`config.mk`:
```
export PLATFORM = sky130hd
export DESIGN_NAME = rlx_exec_alu
export DESIGN_NICKNAME = d
export VERILOG_FILES = /design/src/rtl/rlx_alu_pkg.sv /design/src/rtl/rlx_rshift_core.sv /design/src/rtl/rlx_addcmp.sv /design/src/rtl/rlx_logshift.sv /design/src/rtl/rlx_muldiv.sv /design/src/rtl/rlx_exec_alu.sv
export SDC_FILE = /design/constraint.sdc
export NUM_CORES = 2
export LEC_CHECK = 0
export CORE_MARGIN = 4
export CORE_UTILIZATION = 45
export DETAILED_ROUTE_END_ITERATION = 6
export DONT_BUFFER_PORTS = 1
export RECOVER_POWER = 100
export SYNTH_ARGS = -nofsm -noshare
export SYNTH_HDL_FRONTEND = slang
export SYNTH_SLANG_ARGS = --single-unit
```
`constraint.sdc`:
```
create_clock -name vclk -period 342.2
set_input_delay 51.33 -clock vclk [all_inputs]
set_output_delay 51.33 -clock vclk [all_outputs]
set_load 0.02 [all_outputs]
```
`src/rtl/rlx_alu_pkg.sv`:
```
package rlx_alu_pkg;
  localparam int unsigned FN_W = 4;

  localparam logic [FN_W-1:0] FN_ADD = 4'h0;
  localparam logic [FN_W-1:0] FN_SUB = 4'h1;
  localparam logic [FN_W-1:0] FN_MUL = 4'h2;
  localparam logic [FN_W-1:0] FN_DIV = 4'h3;
  localparam logic [FN_W-1:0] FN_CEQ = 4'h4;
  localparam logic [FN_W-1:0] FN_CLT = 4'h5;
  localparam logic [FN_W-1:0] FN_CLE = 4'h6;
  localparam logic [FN_W-1:0] FN_AND = 4'h8;
  localparam logic [FN_W-1:0] FN_OR  = 4'h9;
  localparam logic [FN_W-1:0] FN_XOR = 4'hA;
  localparam logic [FN_W-1:0] FN_SHL = 4'hC;
  localparam logic [FN_W-1:0] FN_SHR = 4'hD;
  localparam logic [FN_W-1:0] FN_SRA = 4'hE;
endpackage

```
`src/rtl/rlx_rshift_core.sv`:
```
// Logarithmic right shifter with a selectable fill bit; one stage per count bit.
module rlx_rshift_core #(
  parameter int unsigned DATA_W = 32,
  parameter int unsigned SH_W   = 5
) (
  input  logic [DATA_W-1:0] din,
  input  logic [SH_W-1:0]   cnt,
  input  logic              fill,
  output logic [DATA_W-1:0] dout
);
  logic [DATA_W-1:0] stg [SH_W+1];

  assign stg[0] = din;

  generate
    for (genvar i = 0; i < SH_W; i++) begin : g_stage
      localparam int unsigned STEP = 1 << i;
      assign stg[i+1] = cnt[i] ? {{STEP{fill}}, stg[i][DATA_W-1:STEP]} : stg[i];
    end
  endgenerate

  assign dout = stg[SH_W];
endmodule

```
`src/rtl/rlx_addcmp.sv`:
```
// Shared adder for add/subtract and the compare family.
module rlx_addcmp #(
  parameter int unsigned DATA_W = 32
) (
  input  logic [DATA_W-1:0] a,
  input  logic [DATA_W-1:0] b,
  output logic [DATA_W-1:0] sum_q,
  output logic [DATA_W-1:0] diff_q,
  output logic              eq_q,
  output logic              lt_q,
  output logic              le_q
);
  localparam int unsigned MSB = DATA_W - 1;

  function automatic logic [DATA_W-1:0] f_sub(input logic [DATA_W-1:0] x,
                                              input logic [DATA_W-1:0] y);
    return x + ~y + {{(DATA_W-1){1'b0}}, 1'b1};
  endfunction

  function automatic logic f_slt(input logic [DATA_W-1:0] x,
                                 input logic [DATA_W-1:0] y,
                                 input logic [DATA_W-1:0] d);
    // differing signs decide directly; equal signs cannot overflow
    return (x[MSB] != y[MSB]) ? x[MSB] : d[MSB];
  endfunction

  assign sum_q  = a + b;
  assign diff_q = f_sub(a, b);
  assign eq_q   = (diff_q == '0);
  assign lt_q   = f_slt(a, b, diff_q);
  assign le_q   = lt_q | eq_q;
endmodule

```
`src/rtl/rlx_logshift.sv`:
```
// Bitwise logic and the three shifts, built on one right-shift core each.
module rlx_logshift #(
  parameter int unsigned DATA_W = 32,
  parameter int unsigned SH_W   = 5
) (
  input  logic [DATA_W-1:0] a,
  input  logic [DATA_W-1:0] b,
  output logic [DATA_W-1:0] and_q,
  output logic [DATA_W-1:0] or_q,
  output logic [DATA_W-1:0] xor_q,
  output logic [DATA_W-1:0] shl_q,
  output logic [DATA_W-1:0] shr_q,
  output logic [DATA_W-1:0] sra_q
);
  logic [SH_W-1:0]   cnt;
  logic [DATA_W-1:0] a_rev;
  logic [DATA_W-1:0] shl_rev;

  assign cnt   = b[SH_W-1:0];
  assign and_q = a & b;
  assign or_q  = a | b;
  assign xor_q = a ^ b;

  generate
    for (genvar k = 0; k < DATA_W; k++) begin : g_rev
      assign a_rev[k] = a[DATA_W-1-k];
      assign shl_q[k] = shl_rev[DATA_W-1-k];
    end
  endgenerate

  rlx_rshift_core #(.DATA_W(DATA_W), .SH_W(SH_W)) u_shr (
    .din(a), .cnt(cnt), .fill(1'b0), .dout(shr_q)
  );

  rlx_rshift_core #(.DATA_W(DATA_W), .SH_W(SH_W)) u_sra (
    .din(a), .cnt(cnt), .fill(a[DATA_W-1]), .dout(sra_q)
  );

  rlx_rshift_core #(.DATA_W(DATA_W), .SH_W(SH_W)) u_shl (
    .din(a_rev), .cnt(cnt), .fill(1'b0), .dout(shl_rev)
  );
endmodule

```
`src/rtl/rlx_muldiv.sv`:
```
// Optional multiplier and signed divider; absent variant drives zeros.
module rlx_muldiv #(
  parameter int unsigned DATA_W     = 32,
  parameter bit          HAS_MULDIV = 1'b1
) (
  input  logic [DATA_W-1:0] a,
  input  logic [DATA_W-1:0] b,
  output logic [DATA_W-1:0] mul_q,
  output logic [DATA_W-1:0] div_q,
  output logic              md_present
);
  localparam int unsigned MSB = DATA_W - 1;

  function automatic logic [DATA_W-1:0] f_mag(input logic [DATA_W-1:0] v);
    return v[MSB] ? (~v + {{(DATA_W-1){1'b0}}, 1'b1}) : v;
  endfunction

  function automatic logic [DATA_W-1:0] f_sdiv(input logic [DATA_W-1:0] n,
                                               input logic [DATA_W-1:0] d);
    logic [DATA_W-1:0] q;
    if (d == '0) return '1;
    q = f_mag(n) / f_mag(d);
    return (n[MSB] ^ d[MSB]) ? (~q + {{(DATA_W-1){1'b0}}, 1'b1}) : q;
  endfunction

  generate
    if (HAS_MULDIV) begin : g_md
      assign mul_q      = a * b;
      assign div_q      = f_sdiv(a, b);
      assign md_present = 1'b1;
    end else begin : g_nomd
      assign mul_q      = '0;
      assign div_q      = '0;
      assign md_present = 1'b0;
    end
  endgenerate
endmodule

```
`src/rtl/rlx_exec_alu.sv`:
```
module rlx_exec_alu
  import rlx_alu_pkg::*;
#(
  parameter int unsigned DATA_W     = 32,
  parameter int unsigned LIT_W      = 16,
  parameter bit          HAS_MULDIV = 1'b1
) (
  input  logic [DATA_W-1:0] op_a,
  input  logic [DATA_W-1:0] reg_b,
  input  logic [LIT_W-1:0]  lit_imm,
  input  logic              use_lit,
  input  logic [3:0]        func,
  output logic [DATA_W-1:0] result,
  output logic              bad_func
);
  localparam int unsigned SH_W  = $clog2(DATA_W);
  localparam int unsigned EXT_W = DATA_W - LIT_W;

  logic [DATA_W-1:0] b_eff;
  logic [DATA_W-1:0] sum_q, diff_q, and_q, or_q, xor_q;
  logic [DATA_W-1:0] shl_q, shr_q, sra_q, mul_q, div_q;
  logic              eq_q, lt_q, le_q, md_present;

  // operand B source: register or sign-extended literal
  assign b_eff = use_lit ? {{EXT_W{lit_imm[LIT_W-1]}}, lit_imm} : reg_b;

  rlx_addcmp #(.DATA_W(DATA_W)) u_addcmp (
    .a(op_a), .b(b_eff), .sum_q(sum_q), .diff_q(diff_q),
    .eq_q(eq_q), .lt_q(lt_q), .le_q(le_q)
  );

  rlx_logshift #(.DATA_W(DATA_W), .SH_W(SH_W)) u_logshift (
    .a(op_a), .b(b_eff), .and_q(and_q), .or_q(or_q), .xor_q(xor_q),
    .shl_q(shl_q), .shr_q(shr_q), .sra_q(sra_q)
  );

  rlx_muldiv #(.DATA_W(DATA_W), .HAS_MULDIV(HAS_MULDIV)) u_muldiv (
    .a(op_a), .b(b_eff), .mul_q(mul_q), .div_q(div_q), .md_present(md_present)
  );

  always_comb begin
    result   = '0;
    bad_func = 1'b0;
    unique case (func)
      FN_ADD: result = sum_q;
      FN_SUB: result = diff_q;
      FN_MUL: begin
        result   = md_present ? mul_q : '0;
        bad_func = ~md_present;
      end
      FN_DIV: begin
        result   = md_present ? div_q : '0;
        bad_func = ~md_present;
      end
      FN_CEQ: result = {{(DATA_W-1){1'b0}}, eq_q};
      FN_CLT: result = {{(DATA_W-1){1'b0}}, lt_q};
      FN_CLE: result = {{(DATA_W-1){1'b0}}, le_q};
      FN_AND: result = and_q;
      FN_OR:  result = or_q;
      FN_XOR: result = xor_q;
      FN_SHL: result = shl_q;
      FN_SHR: result = shr_q;
      FN_SRA: result = sra_q;
      default: bad_func = 1'b1;
    endcase
  end
endmodule

```
==> out/metrics.cfg <==
[outcome]
status=finished, violations left
violations=max-capacitance violations, max-slew violations

[timing]
grt_setup_unrepaired=no
max_freq_ghz=0.00465
hold_violations=0
setup_violations=0
post-route-period-util_pct=62.9
slew_headroom_pct=-50.6
finalMaxSlewViolations=219
setup_tns_ns=0
worst-slew-pin-transition_ns=2.26
period_minus_slack_ns=215.09

[critical_path]
crit_fanout=57
cpMaxStageDelayCell=or2_0
slowest_delay_ns=1.68
worstSetupEndpointType=output pin
worst_ep_required_time_ns=290.87
cp-start-kind=input port
path_class=input port to output pin
cpMostUsedCell=a21oi_1
arrival_ns=163.76

[detailed_routing]
wl_per_cell_um=30.9
viasPerCell=6.65
wl_mm=282
drc=0
firstDrtPassIters=6
drt_iter0_markers=7273
ant_nets=0
vias=60700

[logic_synthesis]
synthTopCellsByCount=nand2_1, nor2_1, ha_1
synth_area_leaders=ha_1, fa_1, nand2_1
synthCells=7693
synth_warnings=0
synth_top_area_share_pct=17.3
avgSynthCellArea_sq_um=7.04
synth_area_sq_um=54200
synth_most_common_cell=nand2_1
synth-seq-area-share_pct=0
synth_area_leader_cell=ha_1
synth_fp_nets=8939
synth_cell_type_count=110

[grt]
grt-ovfl-total=0
grt_max_degree=78
grt_pass1_wl_mm=402
gr-usage-all-layers_pct=42.9
grt_pass1_vias=57900
antenna_found_initial=13

[layout]
clkbuf_count=0
stdcell_area_sq_um=56200
fin_nets=8752
seq_cells=0
area_growth_pct=3.79
regArea_sq_um=0
drive_gt1_share_pct=5.54
fillers=12500

[floorplanning]
die_h_um=355
start_util_pct=45.3
rows=127
core_area_sq_um=120000
pin_count=118
die-width_um=355
die_area_sq_um=126000

[min_path]
hold_depth=2
holdCritStartpoint=func[1]
hold_path.class=input port to output pin
holdPathEnd=bad_func

[cts]
cts_resized=0
cts_hold_buf=0
cts_setup_buffers=0

[flow_run]
cap_violations=7

[placed_design]
placed_cell_area_sq_um=56300
hpwl_mm=222
port_buffers=0
place_congestion=1.17

-- worst max path at each step --
stage | start | cells after the start | slack [ns] | end
floorplan | use_lit | 402 | 155.24 | result[16]
global placement | use_lit | 346 | 144.98 | result[24]
detailed placement | use_lit | 347 | 142.83 | result[24]
CTS | use_lit | 348 | 142.50 | result[24]
global route | use_lit | 347 | 119.98 | result[15]
finish | use_lit | 341 | 127.11 | result[15]
-- layout by cell type (no fill, tap or decap), types with 46 or more instances in the layout --
| master | netlist | routed |
|---|---|---|
| xnor2_1 | 367 | 353 |
| ha_1 | 750 | 750 |
| nand4_1 | 71 | 71 |
| xor2_1 | 122 | 122 |
| or2_2 | 58 | 56 |
| nor2b_1 | 80 | 80 |
| a31oi_1 | 90 | 90 |
| a21oi_1 | 521 | 519 |
| a211oi_1 | 55 | 55 |
| and3_1 | 51 | 52 |
| nor2_1 | 779 | 776 |
| nand3_1 | 146 | 145 |
| a21o_1 | 156 | 156 |
| or3_1 | 75 | 75 |
| o31ai_1 | 61 | 61 |
| nand2b_1 | 72 | 72 |
| o21ai_0 | 407 | 408 |
| mux2i_1 | 119 | 112 |
| nand2_1 | 946 | 945 |
| nor3_1 | 241 | 236 |
| inv_1 | 726 | 721 |
| o21a_1 | 151 | 151 |
| fa_1 | 411 | 411 |
| o21bai_1 | 49 | 49 |
| mux2_2 | 85 | 85 |
| and2_1 | 46 | 46 |
| buf_4 | 3 | 138 |
| o211ai_1 | 58 | 58 |
-- per-layer routing --
layer | global-route usage (%) | up-vias | share of wire, %
li1 | - | 26700 | -
met1 | 54.9 | 29300 | 39
met2 | 65.0 | 3790 | 42
met3 | 10.8 | 916 | 12
met4 | 25.5 | 8 | 7.8
met5 | 0 | - | 0.018
-- logic make-up after synthesis --
family | Yosys count | share of synthesized area (%)
buf+inv | 1088 | 7.74
simple gates | 2707 | 22.8
mux | 208 | 4.09
xor+xnor | 489 | 7.91
fa+ha+maj | 1161 | 32.5
compound gates | 2040 | 24.9
-- cell type report --
| cell class | count | area [sq um] | share of cell area (%) |
|---|---|---|---|
| Multi-Input combinational cell | 6605 | 50300 | 89.4 |
| Tap cell | 1612 | 2020 | 3.59 |
| Antenna cell | 9 | 22.5 | 0.0401 |
| Inverter | 747 | 2800 | 4.99 |
| Timing Repair Buffer | 152 | 1100 | 1.96 |
-- per-stage QoR --
step / worst slack, ns / utilization (%) / cells / hold slack, ns
finish: 127.11 / 47.0 / 9125 / 102.94
global route: 119.98 / 47.0 / 9116 / 102.93
CTS: 142.50 / 47.0 / 9116 / 102.91
detailed placement: 142.83 / 47.0 / 9116 / 102.91
global placement: 144.98 / 47.0 / 9116 / 102.91
floorplan: 155.24 / - / 7693 / 103.01
-- worst max-delay path: cells and delay by family --
family | cells | cell delay (ns)
compound gates | 194 | 56.23
fa+ha+maj | 31 | 10.64
xor+xnor | 1 | 0.24
mux | 4 | 1.54
simple gates | 88 | 32.58
buf+inv | 23 | 10.85
